$ cat src/rtl/ffc_pkg.sv
package ffc_pkg;
  localparam int STAT_W  = 32;
  localparam int NUM_SRC = 7;
  localparam int FLAG_W  = 11;

  // status bit positions (software decodes these)
  localparam int B_TXFULL  = 10;
  localparam int B_TXHALF  = 9;
  localparam int B_TXEMPTY = 8;
  localparam int B_RXFULL  = 7;
  localparam int B_RXHALF  = 6;
  localparam int B_RXEMPTY = 5;
  localparam int B_RXOVR   = 4;
  localparam int B_RXWARN  = 3;
  localparam int B_RXNEAR  = 2;
  localparam int B_TXNFULL = 1;
  localparam int B_TXNEAR  = 0;

  // interrupt enable positions
  localparam int E_OVR    = 0;
  localparam int E_TXDONE = 1;
  localparam int E_RXNE   = 2;
  localparam int E_RXHALF = 3;
  localparam int E_RXFULL = 4;
  localparam int E_TXEMPT = 5;
  localparam int E_TXHALF = 6;

  typedef struct packed {
    logic txPushOk;
    logic txPopOk;
    logic rxPushOk;
    logic rxPopOk;
    logic ovrSet;
    logic warnSet;
    logic txHalfSet;
    logic txHalfClr;
    logic ovrClr;
    logic warnClr;
  } ffc_strb_t;
endpackage

$ cat src/rtl/ffc_level_ctr.sv
module ffc_level_ctr #(
  parameter int DEPTH = 8,
  parameter int LVLW  = $clog2(DEPTH + 1)
) (
  input  logic            clk,
  input  logic            rstN,
  input  logic            incOk,
  input  logic            decOk,
  output logic [LVLW-1:0] level
);
  logic [LVLW-1:0] incV;
  logic [LVLW-1:0] decV;

  assign incV = {{(LVLW-1){1'b0}}, incOk};
  assign decV = {{(LVLW-1){1'b0}}, decOk};

  always_ff @(posedge clk or negedge rstN) begin
    if (!rstN) level <= '0;
    else       level <= level + incV - decV;
  end
endmodule

$ cat src/rtl/ffc_ctrl.sv
module ffc_ctrl
  import ffc_pkg::*;
#(
  parameter int DEPTH = 8,
  parameter int LVLW  = $clog2(DEPTH + 1)
) (
  input  logic [LVLW-1:0] txLevel,
  input  logic [LVLW-1:0] rxLevel,
  input  logic            txPush,
  input  logic            txPop,
  input  logic            rxPush,
  input  logic            rxPop,
  input  logic            swWrEn,
  input  logic            swOvrBit,
  input  logic            swWarnBit,
  output ffc_strb_t       strb
);
  localparam logic [LVLW-1:0] FULL_L = LVLW'(DEPTH);
  localparam logic [LVLW-1:0] HALF_L = LVLW'(DEPTH / 2);
  localparam logic [LVLW-1:0] NEAR_L = LVLW'(DEPTH - 1);

  logic            txPushOk, txPopOk, rxPushOk, rxPopOk;
  logic [LVLW-1:0] txNext;

  always_comb begin
    txPushOk = txPush && (txLevel != FULL_L);
    txPopOk  = txPop  && (txLevel != '0);
    rxPushOk = rxPush && (rxLevel != FULL_L);
    rxPopOk  = rxPop  && (rxLevel != '0);
    txNext   = txLevel + {{(LVLW-1){1'b0}}, txPushOk} - {{(LVLW-1){1'b0}}, txPopOk};

    strb.txPushOk  = txPushOk;
    strb.txPopOk   = txPopOk;
    strb.rxPushOk  = rxPushOk;
    strb.rxPopOk   = rxPopOk;
    strb.ovrSet    = rxPush && (rxLevel == FULL_L);
    strb.warnSet   = rxPushOk && !rxPopOk && (rxLevel == NEAR_L);
    strb.txHalfSet = (txNext == HALF_L) && (txNext != txLevel);
    strb.txHalfClr = txPushOk;
    strb.ovrClr    = swWrEn && !swOvrBit;
    strb.warnClr   = swWrEn && !swWarnBit;
  end
endmodule

$ cat src/rtl/ffc_datapath.sv
module ffc_datapath
  import ffc_pkg::*;
#(
  parameter int DEPTH = 8,
  parameter int LVLW  = $clog2(DEPTH + 1)
) (
  input  logic               clk,
  input  logic               rstN,
  input  ffc_strb_t          strb,
  input  logic               fifoMode,
  input  logic               txDoneIn,
  input  logic [NUM_SRC-1:0] ctrlEn,
  output logic [LVLW-1:0]    txLevel,
  output logic [LVLW-1:0]    rxLevel,
  output logic [STAT_W-1:0]  statusWord,
  output logic               irq
);
  localparam logic [LVLW-1:0] FULL_L = LVLW'(DEPTH);
  localparam logic [LVLW-1:0] HALF_L = LVLW'(DEPTH / 2);
  localparam logic [LVLW-1:0] NEAR_L = LVLW'(DEPTH - 1);

  logic [1:0]      incOk, decOk;
  logic [LVLW-1:0] lvl [2];

  assign incOk = {strb.rxPushOk, strb.txPushOk};
  assign decOk = {strb.rxPopOk,  strb.txPopOk};

  // index 0: transmit queue, index 1: receive queue
  for (genvar gi = 0; gi < 2; gi++) begin : g_ctr
    ffc_level_ctr #(.DEPTH(DEPTH), .LVLW(LVLW)) ctr_i (
      .clk   (clk),
      .rstN  (rstN),
      .incOk (incOk[gi]),
      .decOk (decOk[gi]),
      .level (lvl[gi])
    );
  end

  assign txLevel = lvl[0];
  assign rxLevel = lvl[1];

  logic txHalfQ, ovrQ, warnQ, irqQ;

  always_ff @(posedge clk or negedge rstN) begin
    if (!rstN) begin
      txHalfQ <= 1'b0;
      ovrQ    <= 1'b0;
      warnQ   <= 1'b0;
    end else begin
      if (strb.txHalfSet)      txHalfQ <= 1'b1;
      else if (strb.txHalfClr) txHalfQ <= 1'b0;
      if (strb.ovrSet)         ovrQ    <= 1'b1;
      else if (strb.ovrClr)    ovrQ    <= 1'b0;
      if (strb.warnSet)        warnQ   <= 1'b1;
      else if (strb.warnClr)   warnQ   <= 1'b0;
    end
  end

  logic [FLAG_W-1:0] rawFlags, levelMask, flags;

  always_comb begin
    rawFlags            = '0;
    rawFlags[B_TXFULL]  = (txLevel == FULL_L);
    rawFlags[B_TXHALF]  = txHalfQ;
    rawFlags[B_TXEMPTY] = (txLevel == '0);
    rawFlags[B_RXFULL]  = (rxLevel == FULL_L);
    rawFlags[B_RXHALF]  = (rxLevel >= HALF_L);
    rawFlags[B_RXEMPTY] = (rxLevel == '0);
    rawFlags[B_RXOVR]   = ovrQ;
    rawFlags[B_RXWARN]  = warnQ;
    rawFlags[B_RXNEAR]  = (rxLevel >= NEAR_L);
    rawFlags[B_TXNFULL] = (txLevel != FULL_L);
    rawFlags[B_TXNEAR]  = (txLevel >= NEAR_L);

    levelMask           = {FLAG_W{fifoMode}};
    levelMask[B_RXOVR]  = 1'b1;
    levelMask[B_RXWARN] = 1'b1;
    flags               = rawFlags & levelMask;
  end

  assign statusWord = {{(STAT_W-FLAG_W){1'b0}}, flags};

  logic [NUM_SRC-1:0] srcVec;

  always_comb begin
    srcVec           = '0;
    srcVec[E_OVR]    = flags[B_RXOVR] | flags[B_RXWARN];
    srcVec[E_TXDONE] = txDoneIn;
    srcVec[E_RXNE]   = fifoMode & ~rawFlags[B_RXEMPTY];
    srcVec[E_RXHALF] = flags[B_RXHALF];
    srcVec[E_RXFULL] = flags[B_RXFULL];
    srcVec[E_TXEMPT] = flags[B_TXEMPTY];
    srcVec[E_TXHALF] = flags[B_TXHALF];
  end

  always_ff @(posedge clk or negedge rstN) begin
    if (!rstN) irqQ <= 1'b0;
    else       irqQ <= |(srcVec & ctrlEn);
  end

  assign irq = irqQ;
endmodule

$ cat src/rtl/fifo_flag_ctl.sv
module fifo_flag_ctl
  import ffc_pkg::*;
#(
  parameter int DEPTH = 8
) (
  input  logic               clk,
  input  logic               rstN,
  input  logic               fifoMode,
  input  logic               txPush,
  input  logic               txPop,
  input  logic               rxPush,
  input  logic               rxPop,
  input  logic               txDoneIn,
  input  logic [NUM_SRC-1:0] ctrlEn,
  input  logic               swWrEn,
  input  logic [STAT_W-1:0]  swWrData,
  output logic [STAT_W-1:0]  statusWord,
  output logic               irq
);
  localparam int LVLW = $clog2(DEPTH + 1);

  ffc_strb_t       strb;
  logic [LVLW-1:0] txLevel, rxLevel;

  ffc_ctrl #(.DEPTH(DEPTH), .LVLW(LVLW)) ctrl_i (
    .txLevel   (txLevel),
    .rxLevel   (rxLevel),
    .txPush    (txPush),
    .txPop     (txPop),
    .rxPush    (rxPush),
    .rxPop     (rxPop),
    .swWrEn    (swWrEn),
    .swOvrBit  (swWrData[B_RXOVR]),
    .swWarnBit (swWrData[B_RXWARN]),
    .strb      (strb)
  );

  ffc_datapath #(.DEPTH(DEPTH), .LVLW(LVLW)) dp_i (
    .clk        (clk),
    .rstN       (rstN),
    .strb       (strb),
    .fifoMode   (fifoMode),
    .txDoneIn   (txDoneIn),
    .ctrlEn     (ctrlEn),
    .txLevel    (txLevel),
    .rxLevel    (rxLevel),
    .statusWord (statusWord),
    .irq        (irq)
  );
endmodule

$ cat config.mk
export PLATFORM = sky130hd
export DESIGN_NAME = fifo_flag_ctl
export DESIGN_NICKNAME = d
export VERILOG_FILES = /design/src/rtl/ffc_pkg.sv /design/src/rtl/ffc_level_ctr.sv /design/src/rtl/ffc_ctrl.sv /design/src/rtl/ffc_datapath.sv /design/src/rtl/fifo_flag_ctl.sv
export SDC_FILE = /design/constraint.sdc
export NUM_CORES = 1
export LEC_CHECK = 0
export ABC_AREA = 1
export CAP_MARGIN = 10
export CORE_MARGIN = 10
export CORE_UTILIZATION = 50
export CTS_BUF_LIST = sky130_fd_sc_hd__clkbuf_8
export DETAILED_ROUTE_END_ITERATION = 7
export DONT_BUFFER_PORTS = 1
export GPL_ROUTABILITY_DRIVEN = 0
export SYNTH_ARGS = -nofsm -noshare
export SYNTH_HDL_FRONTEND = slang
export SYNTH_HIERARCHICAL = 1
export SYNTH_SLANG_ARGS = --single-unit
$ cat constraint.sdc
create_clock -name clk -period 3.3 [get_ports clk]
set_clock_uncertainty 0.05 [all_clocks]
set_input_delay 0.825 -clock clk [delete_from_list [all_inputs] [get_ports clk]]
set_output_delay 0.825 -clock clk [all_outputs]
set_load 0.05 [all_outputs]
==> results.tsv <==
metric	value	unit
wire_per_inst	11.7	µm
finalCritPeriodShare	0.787	
cp_data_required_time	3.41	ns
path_delay_family	adder cells	
drtPass1Iterations	4	
grt_util_all_layers	0.104	
die-area	5150	µm²
vias	1054	
synth_top_area_share	0.224	
post-route-min-period	2.60	ns
synthTopCellsByCount	43 x inv_1, 41 x nand2_1, 28 x buf_4	
relSlewSlack	0.660	
initial_core_util	0.532	
clkSinkCount	12	
cts_resized	0	
cap_viol_max_count	0	
crit_slowest_cell	dfrtp_1	
ys_ff_latch	12	
cp_num_cells	13	
arrival	2.70	ns
yosys_warnings	6	
fin_ws	0.704	ns
insertion_delay	0.24	ns
diodes	0	
crit_fanout	6	
report.final.slew_viol_count	0	
cts_root_buffer	clkbuf_8	
holdWs	0.228	ns
hold_viol	0	
h-tree-depth	1	
numCtsBuffers	3	
fmax	385	MHz
grt-ovfl-total	0	
setup_tns	0	ns
rrSetupSlack	0.70	ns
drive_above_1_share	0.0900	
hp-class	input port to asynchronous set/reset pin	
ir_worst_vdd	0.600	mV
cp_slowest_stage_delay	0.44	ns
dr.first_iter.drc_count	40	
ys_top_cells_by_area	dfrtp_1 22%, buf_4 16%, ha_1 13%	
clk_pin_slew	0.05	ns
worstSetupStartpoint	dp_i/g_ctr[0].ctr_i/level[3]	
crit_type	register to register	
cts_hold_buf	0	
synth_area	1340	µm²
die_w	71.8	µm
cts_buffer_depth	2	
synth_edf_count	0	
setup_violations	0	
worstMarginPinSlew	0.510	ns
numPortBuffers	0	
ys_seq_area_frac	0.224	
path_buf_inv	2	
drc	0	
cp-start-kind	register	
first_global_vias	1058	
avgViaCountPerCell	4.58	
path_cells	inv_1, ha_1, a21boi_0, ha_1, inv_1, ha_1, fa_1, nor2_1, nand2_1, nor2_1, nand2_1, nor2_1, o21bai_1	
area_delta_synth_final	2.24	%
die-height	71.8	µm
grt_setup_unrepaired	false	
p_leak	0.819	nW
synth-async-reset-ratio	1.00	
r2r.worst_path.cells	13	
grt_max_degree	13	
grt_pass1_wl	4520	µm
wirelength	2700	µm
cts_setup_buffers	0	
cts_tree	done	
cp-end-kind	register	
endpoint	dp_i/txHalfQ	
ys.flop_type	dfrtp_1	
synth_most_common_cell	inv_1	
timing.rr.end	dp_i/txHalfQ	
synth_area_leader_cell	dfrtp_1	
yosysUniqueCellTypes	21	
coreArea	2520	µm²
ioPinCount	81	
synthCells	196	
antenna_found_initial	0	
ant_nets	0	
dp_hpwl	2400	µm
final_nets	266	
place_ws	0.551	ns
syn_area_per_cell	6.84	µm²
status	complete, no violations	
power-per-cell-area	1050	nW/µm²
reg2reg_from	dp_i/g_ctr[0].ctr_i/level[3]	
num_rows	18	
## routing by layer
metal  routed length, µm  vias up  track usage  share of wire
met2                1250       42        0.175           0.46
met3                 331        2       0.0606           0.12
met4                   9        0       0.0172         0.0033
met5                   0        -            0              0
li1                    -      551            -              -
met1                1100      459        0.112           0.41
## worst register-to-register path: stages (launching register included)
cell and delay (ns):
dfrtp_1 0.44, inv_1 0.08, ha_1 0.18, a21boi_0 0.27
ha_1 0.28, inv_1 0.05, ha_1 0.20, fa_1 0.43
nor2_1 0.13, nand2_1 0.07, nor2_1 0.09, nand2_1 0.05
nor2_1 0.10, o21bai_1 0.11
## per-stage QoR
stage	utilization	total power, W	cells	area, µm²
2_1_floorplan	-	0.00114	216	1420
3_3_place_gp	0.522	0.00124	226	1320
3_5_place_dp	0.522	0.00129	226	1320
4_1_cts	0.544	0.00146	230	1370
5_1_grt	0.544	0.00162	230	1370
6_report	0.544	0.00144	230	1370
## cells by family (layout without fill, tap and decap cells)
| group | after synthesis | after routing | share of synthesized area |
|---|---|---|---|
| xor gates and xnor gates | 2 | 2 | 0.0131 |
| and+or+nand+nor | 83 | 83 | 0.264 |
| other | 1 | 21 | 0.00280 |
| buffers and inverters | 72 | 56 | 0.280 |
| adders and majority gates | 17 | 17 | 0.175 |
| DFF | 12 | 12 | 0.224 |
| AOI/OAI and AO/OA | 9 | 9 | 0.0410 |
## cell usage in the layout (no fill, tap or decap)
| cell | Yosys | layout |
|---|---|---|
| inv_2 | 1 | 1 |
| xnor2_1 | 2 | 2 |
| a21boi_0 | 1 | 1 |
| buf_4 | 28 | 8 |
| nand3_1 | 12 | 12 |
| or2_1 | 2 | 2 |
| ha_1 | 14 | 14 |
| conb_1 | 1 | 21 |
| fa_1 | 3 | 3 |
| o21ai_0 | 1 | 1 |
| inv_1 | 43 | 43 |
| nor3_1 | 1 | 1 |
| clkbuf_8 | 0 | 4 |
| nor2_1 | 21 | 21 |
| a21oi_1 | 4 | 4 |
| dfrtp_1 | 12 | 12 |
| o21bai_1 | 3 | 3 |
| nor2_2 | 2 | 2 |
| nand4_1 | 1 | 1 |
| nor4_2 | 1 | 3 |
| nand2_1 | 41 | 41 |
## registers in the layout, indices dropped and copies added, names as in the netlist
| signal | cells |
|---|---|
| dp_i/txHalfQ | 1 |
| dp_i/warnQ | 1 |
| dp_i/ovrQ | 1 |
| dp_i/irq | 1 |
| dp_i/g_ctr.ctr_i/level | 8 |
## how the worst min path moves through the flow
stage                     slack (ns)                      endpoint  cells after the start      start
after detailed placement        0.48  dp_i/g_ctr[0].ctr_i/level[3]                      0       rstN
after global placement          0.48  dp_i/g_ctr[0].ctr_i/level[3]                      0       rstN
final                           0.23  dp_i/g_ctr[0].ctr_i/level[3]                      0       rstN
after CTS                       0.22  dp_i/g_ctr[0].ctr_i/level[3]                      0       rstN
after global routing            0.21  dp_i/g_ctr[0].ctr_i/level[3]                      0       rstN
after floorplan                 0.45                     dp_i/ovrQ                      2  dp_i/ovrQ
## report_power, final
part,internal (W),switching (W)
registers,0.000223,0.000164
logic,0.000334,0.000563
clock network,0.000105,0.0000513
total,0.000663,0.000778
## final cells by class
cell class                 instances  area [µm²]
multi-input combinational        132         753
timing repair buffer               8        60.1
inverter                          44         165
tap                               30        37.5
clock buffer                       4        55.1
fill                             252        1150
sequential                        12         300
Power figures use the tool's default switching activity.
